### config.mk
export PLATFORM = sky130hd
export DESIGN_NAME = addr_walk_gen
export DESIGN_NICKNAME = d
export VERILOG_FILES = /design/src/rtl/awg_pkg.sv /design/src/rtl/awg_rst_sync.sv /design/src/rtl/awg_ctl_latch.sv /design/src/rtl/awg_step_core.sv /design/src/rtl/awg_bit_mux.sv /design/src/rtl/addr_walk_gen.sv
export SDC_FILE = /design/constraint.sdc
export NUM_CORES = 1
export LEC_CHECK = 0
export BUFFER_PORTS_ARGS = -buffer_cell sky130_fd_sc_hd__buf_2
export CAP_MARGIN = 25
export CORE_MARGIN = 8
export CORE_UTILIZATION = 50
export CTS_CLUSTER_SIZE = 25
export DETAILED_ROUTE_END_ITERATION = 12
export HOLD_SLACK_MARGIN = 0.03
export PLACE_DENSITY = 0.82
export SLEW_MARGIN = 20
export SYNTH_ARGS = -nofsm -noshare
export SYNTH_HDL_FRONTEND = slang
export SYNTH_HIERARCHICAL = 1
export SYNTH_SLANG_ARGS = --single-unit
### constraint.sdc
create_clock -name clk -period 1.6 [get_ports clk]
set_clock_uncertainty 0.1 [all_clocks]
set_input_delay 0.24 -clock clk [delete_from_list [all_inputs] [get_ports clk]]
set_output_delay 0.24 -clock clk [all_outputs]
set_load 0.05 [all_outputs]
### src/rtl/awg_pkg.sv
package awg_pkg;
  typedef enum logic [1:0] {
    WALK_LIN  = 2'd0,
    WALK_CPL  = 2'd1,
    WALK_GRAY = 2'd2,
    WALK_FLIP = 2'd3
  } walk_mode_e;
endpackage

### src/rtl/awg_rst_sync.sv
module awg_rst_sync (
  input  logic clk,
  input  logic rst_n,
  output logic rst_sync_n
);
  logic [1:0] sync_q;

  always_ff @(posedge clk or negedge rst_n) begin
    if (!rst_n) sync_q <= 2'b00;
    else        sync_q <= {sync_q[0], 1'b1};
  end

  assign rst_sync_n = sync_q[1];
endmodule

### src/rtl/awg_ctl_latch.sv
module awg_ctl_latch
  import awg_pkg::*;
#(
  parameter int AW   = 4,
  parameter int IW   = 2,
  parameter int LIMW = 3
) (
  input  logic            clk,
  input  logic            rst_n,
  input  logic            en,
  input  logic [1:0]      mode_in,
  input  logic            dir_in,
  input  logic [LIMW-1:0] lim_in,
  output walk_mode_e      mode_q,
  output logic            dir_q,
  output logic [IW-1:0]   lim_q
);
  localparam logic [LIMW-1:0] LIM_MAX_W = LIMW'(AW - 1);
  localparam logic [IW-1:0]   LIM_MAX   = IW'(AW - 1);

  walk_mode_e    mode_d;
  logic          dir_d;
  logic [IW-1:0] lim_d;
  logic [IW-1:0] lim_clamped;

  always_comb begin
    if (lim_in > LIM_MAX_W) lim_clamped = LIM_MAX;
    else                    lim_clamped = lim_in[IW-1:0];
  end

  always_comb begin
    mode_d = mode_q;
    dir_d  = dir_q;
    lim_d  = lim_q;
    if (!en) begin
      mode_d = walk_mode_e'(mode_in);
      dir_d  = dir_in;
      lim_d  = lim_clamped;
    end
  end

  always_ff @(posedge clk or negedge rst_n) begin
    if (!rst_n) begin
      mode_q <= WALK_LIN;
      dir_q  <= 1'b0;
      lim_q  <= LIM_MAX;
    end else begin
      mode_q <= mode_d;
      dir_q  <= dir_d;
      lim_q  <= lim_d;
    end
  end


  settings_frozen_chk: assert property (@(posedge clk) disable iff (!rst_n)
    en |=> ($stable(mode_q) && $stable(dir_q) && $stable(lim_q)));
endmodule

### src/rtl/awg_step_core.sv
module awg_step_core #(
  parameter int AW = 4,
  parameter int IW = 2
) (
  input  logic          clk,
  input  logic          rst_n,
  input  logic          en,
  input  logic          flip_mode,
  input  logic [IW-1:0] lim,
  output logic [AW-1:0] cnt_q,
  output logic [1:0]    phase_q,
  output logic [IW-1:0] bidx_q,
  output logic          done_q
);
  localparam logic [1:0] LAST_PHASE = 2'd2;

  logic [AW-1:0] cnt_d;
  logic [1:0]    phase_d;
  logic [IW-1:0] bidx_d;
  logic          done_d;
  logic          bump;

  always_comb begin
    cnt_d   = cnt_q;
    phase_d = phase_q;
    bidx_d  = bidx_q;
    done_d  = 1'b0;
    bump    = 1'b0;
    if (en) begin
      if (!flip_mode) begin
        bump = 1'b1;
      end else if (phase_q != LAST_PHASE) begin
        phase_d = phase_q + 2'd1;
      end else begin
        phase_d = 2'd0;
        if (bidx_q >= lim) begin
          bidx_d = '0;
          bump   = 1'b1;
        end else begin
          bidx_d = bidx_q + IW'(1);
        end
      end
    end
    if (bump) begin
      cnt_d  = cnt_q + AW'(1);
      done_d = &cnt_q;
    end
  end

  always_ff @(posedge clk or negedge rst_n) begin
    if (!rst_n) begin
      cnt_q   <= '0;
      phase_q <= 2'd0;
      bidx_q  <= '0;
      done_q  <= 1'b0;
    end else begin
      cnt_q   <= cnt_d;
      phase_q <= phase_d;
      bidx_q  <= bidx_d;
      done_q  <= done_d;
    end
  end


  phase_range_chk: assert property (@(posedge clk) disable iff (!rst_n)
    phase_q != 2'd3);


  idle_hold_chk: assert property (@(posedge clk) disable iff (!rst_n)
    !en |=> ($stable(cnt_q) && $stable(phase_q) && $stable(bidx_q)));


  done_single_chk: assert property (@(posedge clk) disable iff (!rst_n)
    done_q |=> !done_q);


  done_zero_chk: assert property (@(posedge clk) disable iff (!rst_n)
    done_q |-> (cnt_q == '0));
endmodule

### src/rtl/awg_bit_mux.sv
module awg_bit_mux
  import awg_pkg::*;
#(
  parameter int AW = 4,
  parameter int IW = 2
) (
  input  logic [AW-1:0] cnt,
  input  logic          dir_down,
  input  walk_mode_e    mode,
  input  logic [1:0]    phase,
  input  logic [IW-1:0] bidx,
  output logic [AW-1:0] addr
);
  logic [AW-1:0] base;
  logic          flip_active;

  assign base        = dir_down ? ~cnt : cnt;
  assign flip_active = (phase != 2'd1);

  for (genvar k = 0; k < AW; k++) begin : g_bit
    logic cpl_bit;
    logic gray_bit;
    logic flip_bit;

    if (k == AW - 1) begin : g_top
      assign cpl_bit  = base[0];
      assign gray_bit = base[k];
    end else begin : g_low
      assign cpl_bit  = base[k+1] ^ base[0];
      assign gray_bit = base[k] ^ base[k+1];
    end

    assign flip_bit = base[k] ^ (flip_active && (bidx == IW'(k)));

    always_comb begin
      unique case (mode)
        WALK_LIN:  addr[k] = base[k];
        WALK_CPL:  addr[k] = cpl_bit;
        WALK_GRAY: addr[k] = gray_bit;
        WALK_FLIP: addr[k] = flip_bit;
        default:   addr[k] = base[k];
      endcase
    end
  end
endmodule

### src/rtl/addr_walk_gen.sv
module addr_walk_gen
  import awg_pkg::*;
#(
  parameter int AW   = 4,
  parameter int IW   = (AW > 1) ? $clog2(AW) : 1,
  parameter int LIMW = IW + 1
) (
  input  logic            clk,
  input  logic            rst_n,
  input  logic            en,
  input  logic            dir_down,
  input  logic [1:0]      mode_sel,
  input  logic [LIMW-1:0] flip_lim,
  output logic [AW-1:0]   addr,
  output logic            pass_done
);
  logic          rst_sync_n;
  walk_mode_e    mode_q;
  logic          dir_q;
  logic [IW-1:0] lim_q;
  logic [AW-1:0] cnt_q;
  logic [1:0]    phase_q;
  logic [IW-1:0] bidx_q;

  awg_rst_sync u_rst (
    .clk        (clk),
    .rst_n      (rst_n),
    .rst_sync_n (rst_sync_n)
  );

  awg_ctl_latch #(.AW(AW), .IW(IW), .LIMW(LIMW)) u_ctl (
    .clk     (clk),
    .rst_n   (rst_sync_n),
    .en      (en),
    .mode_in (mode_sel),
    .dir_in  (dir_down),
    .lim_in  (flip_lim),
    .mode_q  (mode_q),
    .dir_q   (dir_q),
    .lim_q   (lim_q)
  );

  awg_step_core #(.AW(AW), .IW(IW)) u_core (
    .clk       (clk),
    .rst_n     (rst_sync_n),
    .en        (en),
    .flip_mode (mode_q == WALK_FLIP),
    .lim       (lim_q),
    .cnt_q     (cnt_q),
    .phase_q   (phase_q),
    .bidx_q    (bidx_q),
    .done_q    (pass_done)
  );

  awg_bit_mux #(.AW(AW), .IW(IW)) u_mux (
    .cnt      (cnt_q),
    .dir_down (dir_q),
    .mode     (mode_q),
    .phase    (phase_q),
    .bidx     (bidx_q),
    .addr     (addr)
  );


  gray_one_step_chk: assert property (@(posedge clk) disable iff (!rst_sync_n)
    (en && mode_q == WALK_GRAY) |=> ($countones(addr ^ $past(addr)) == 1));


  flip_distance_chk: assert property (@(posedge clk) disable iff (!rst_sync_n)
    (mode_q == WALK_FLIP) |->
      ($countones(addr ^ (dir_q ? ~cnt_q : cnt_q)) == ((phase_q == 2'd1) ? 0 : 1)));


  reset_addr_chk: assert property (@(posedge clk)
    !rst_sync_n |-> (addr == '0 && !pass_done));
endmodule

# Word-level counts from Yosys, hierarchy flattened
# Index checks and enable logic that the tools add are counted.
[classes] n_eq_ne=8 n_lt_le_gt_ge=2 n_reduce_logical=11 bitwise_logic=11 addsub=3 mux=13
[ops] cell="$xor 1x1->1" n=9
[ops] cell="$eq 2x2->1 const B" n=4
[ops] cell="$pmux 1 s4" n=2
[ops] cell="$mux 2" n=3
[ops] cell="$pmux 1 s3" n=2
[ops] cell="$mux 1" n=5
[ops] cell="$add 2x1->2 const B" n=2
[ops] cell="$add 4x1->4 const B" n=1
[ops] cell="$eq 2x1->1 const B" n=2
[ops] cell="$logic_and 1x1->1" n=4
[ops] cell="$logic_not 2->1" n=2
[ops] cell="$mux 4" n=1
[ops] cell="$not 4->4" n=1
[ops] cell="$reduce_and 4->1" n=1
[ops] cell="$reduce_or 2->1" n=2
[ops] cell="$gt 3x2->1 const B" n=1
[ops] cell="$reduce_and 3->1" n=1
[ops] cell="$ge 2x2->1" n=1
[ops] cell="$ne 2x1->1 const B" n=1
[ops] cell="$ne 2x2->1 const B" n=1
[ops] cell="$reduce_and 2->1" n=1
[ops] cell="$not 1->1" n=1
[word_totals] ff_bits=16

# Longest topological paths before layout
[depth] word_depth=6 mapped_depth=6

# Hierarchy
# The synthesis kept the hierarchy.
[by_module_without_submodules] mod="awg_step_core" cells_per_inst=44 instances=1 area_per_inst_um2=474.2
[by_module_without_submodules] mod="awg_bit_mux" cells_per_inst=38 instances=1 area_per_inst_um2=299.0
[by_module_without_submodules] mod="awg_ctl_latch" cells_per_inst=15 instances=1 area_per_inst_um2=209.0
[by_module_without_submodules] mod="awg_rst_sync" cells_per_inst=3 instances=1 area_per_inst_um2=53.8
[by_module_without_submodules] mod="addr_walk_gen" cells_per_inst=1 instances=1 area_per_inst_um2=6.3

# Worst setup path after synthesis
# Ideal clock, no wire load.
[synth_timing] path_kind="flip-flop to output port" startpoint="reg u_ctl.mode_q[1]" endpoint="out addr[0]" t_arrival_ps=1863 required_ps=1260 path_slack_ps=-603 stages_incl_launch_ff=7 path_cell_list="dfrtp_1 -> buf_6 -> xor2_2 -> mux2_4 -> nor2_2 -> a21oi_2 -> xor2_1"
[synth_via] elab_chain_len=3 word_cells_on_any_way=6 cone_classes="eq/ne: 3; mux: 1; reduce/logical: 2"
[synth_lines] item="start: declaration" line="awg_ctl_latch.sv:14" rtl="output walk_mode_e mode_q,"
[synth_lines] item="start signal: assignment" line="awg_ctl_latch.sv:48" rtl="mode_q <= mode_d;"
[synth_lines] item="$eq 2x1->1 / $eq 2x2->1 (equally long branches)" line="awg_bit_mux.sv:36" rtl="unique case (mode)"
[synth_lines] item="$reduce_or 2->1 (no source line)"
[synth_lines] item="$pmux 1 s3 *" line="awg_bit_mux.sv:36"
[synth_lines] item="end: declaration" line="addr_walk_gen.sv:14" rtl="output logic [AW-1:0] addr,"
# Every way passes the cells marked *; elsewhere a longest branch is shown, timed or not.

# Worst setup path in the final report
[layout_timing] startpoint="reg u_ctl.mode_q[0]" endpoint="out addr[0]"
# The elaborated chain is that of the path after synthesis.

==> results.cfg <==
[logic_synthesis]
ys_async_sr_fraction = 1.00
synth_ff_type = dfrtp_1
yosys_warnings = 6
ys_seq_area_frac = 0.387
synth_seq_cells = 16
syn-instance-count = 101
syn-cell-area_mm2 = 0.00104
synth.net_count = 113
syn_area_per_cell_um2 = 10.3
synth-edff-count = 0
synth_cell_type_count = 40

[cts]
cts-root-buf = clkbuf_4
clock-sinks = 16
clock_path_buffers = 2
htreeDepth = 1
numCtsBuffers = 3
worstSkewPairLatency_ps = 290
tritoncts = built
clk_pin_slew_ps = 100

[setup_path]
cp_max_fo = 4
crit_arrival_ps = 1750
crit_path_start_kind = register
critPathSlowestCell = dfrtp_2
cp-end-kind = primary output
crit_buf_inv = 1
crit_family = flip-flops
path_class = reg2out
cp.required_ps = 1260
critPathMaxStageDelay_ps = 460
cp_cell_sequence = xor2_2 > mux2_4 > nor2_4 > a21oi_4 > xor2_4 > buf_6

[routing]
wl_per_cell_um = 16.2
drtAntennaViolNets = 0
drt_drc_violations_left = 0
route.vias.total = 936
dr.pass1.iters = 4
first_iter_violations = 19
viasPerCell = 5.35
totalWireLength_um = 2830

[floorplan]
dieArea_mm2 = 0.00380
initial_core_util = 0.531
num_rows = 16
die_width_um = 61.7
coreArea_mm2 = 0.00196
fp.dieH_um = 61.7
ios = 14

[global_route]
antenna_found_initial = 0
overflow = 0
grt_max_degree = 15
grt.total_usage = 0.151
grt_pass1_wl_um = 4230
grt_pass1_vias = 1002

[status]
violations = setup timing
run_status = finished with violations

[finish]
nFillCells = 103
final_cell_mix = buf_4, buf_6, buf_2, dfrtp_1
final_cell_area_mm2 = 0.00166
drive_gt1_frac = 0.622
nets = 161
diodes = 0
final_common_cell = buf_4
finalNonFillerCells = 175
area_growth_pct = 59.7

[power_and_ir_drop]
cellLeakagePower_nw = 0.718
ir_drop_mv = 1.16
power_mw = 3.02
p_per_area_mw_per_mm2 = 1820

[timing]
worstMarginPinSlew_ps = 544
min_period_ps = 2090
slew_headroom = 0.637
hold_viol = 0
fmax_mhz = 478
rsz0062_at_grt = true
setup_violations = 11
finalWorstSetupSlack_ps = -491
drv_slew = 0
period_share = 1.31

[place]
port_buffers = 13
place.gp.congestion = 0.805
dp_hpwl_um = 1850
dp_slack_ps = -308
placed_area_mm2 = 0.00139
dp_cells = 163

[run]
drv_cap = 0

[hold_path]
min_path_type = in2reg
==> cells by family (layout without fill, tap and decap cells) <==
kind of cell,after synthesis,count (layout),synth area share
muxes,7,7,0.0912
buffers and inverters,9,56,0.0516
xor gates and xnor gates,14,14,0.125
other,1,1,0.00360
AOI/OAI and AO/OA,19,19,0.114
DFF,16,16,0.387
and+or+nand+nor,32,32,0.192
adders and majority gates,3,3,0.0360
==> Yosys cell counts (2+ instances only) <==
cell | n | area (um2)
o21ai_1 | 2 | 10.0
dfstp_2 | 2 | 52.6
o21ai_0 | 5 | 25.0
nand2_1 | 8 | 30.0
xnor2_1 | 8 | 70.1
a21oi_1 | 2 | 10.0
mux2i_1 | 2 | 20.0
a31oi_1 | 2 | 12.5
buf_6 | 2 | 22.5
inv_1 | 5 | 18.8
nor2_1 | 8 | 30.0
o22ai_1 | 2 | 12.5
xor2_1 | 5 | 43.8
mux2_4 | 5 | 75.1
o211ai_1 | 2 | 15.0
ha_1 | 3 | 37.5
nand2b_1 | 2 | 12.5
dfrtp_1 | 14 | 350
==> through the flow <==
step | hold slack [ps] | utilization | TNS, ps
finish | 87.3 | 0.848 | -2410
global placement | -76.2 | 0.707 | -1360
detailed placement | -73.6 | 0.707 | -1810
global route | 82.6 | 0.848 | -3320
floorplan | -156 | - | -913
CTS | 83.9 | 0.819 | -2460
==> path summary, 6_finish.rpt <==
kind	startpoint	endpoint	slack, ps	cells past startpoint
min in group asynchronous	u_rst/sync_q[1]	u_core/cnt_q[2]	130	0
max in group asynchronous	u_rst/sync_q[1]	u_core/bidx_q[0]	870	0
hold reg to reg	u_rst/sync_q[1]	u_core/cnt_q[2]	130	0
setup reg to reg	u_core/bidx_q[1]	u_core/cnt_q[1]	-180	6
hold / removal	mode_sel[0]	u_ctl/mode_q[0]	90	2
setup / recovery	u_ctl/mode_q[0]	addr[0]	-490	6
==> state kept, by name, indices dropped and copies added (netlist names) <==
| name | count |
|---|---|
| u_core/bidx_q | 2 |
| u_core/cnt_q | 4 |
| u_core/done_q | 1 |
| u_core/phase_q | 2 |
| u_ctl/dir_q | 1 |
| u_ctl/lim_q | 2 |
| u_ctl/mode_q | 2 |
| u_rst/sync_q | 2 |
==> metal layers <==
metal,vias up,global-route usage,part of all wire
li1,436,-,-
met1,456,0.155,0.35
met2,30,0.284,0.57
met3,14,0.0167,0.024
met4,0,0.0909,0.050
met5,-,0,0
==> what timing repair did <==
item                       4_1_cts  5_1_grt
setup endpoints to repair       11       13
resized for setup               38        6
setup buffers                    3        4
hold endpoints to repair         2        0
hold buffers                     1        0
pin swaps                       13        5
==> where the power goes <==
part           internal (mW)  switching, mW
Combinational           1.06           1.06
Clock                 0.0968          0.125
Sequential             0.523          0.157
==> final cells by class <==
type | instances | area (um2) | share of cell area
flip-flops and latches | 16 | 409 | 0.246
inverters | 5 | 21.3 | 0.0128
well taps | 27 | 33.8 | 0.0203
multi-input cells | 76 | 800 | 0.480
clock buffers | 4 | 26.3 | 0.0158
repair buffers | 47 | 374 | 0.225
Power figures use the tool's default switching activity.
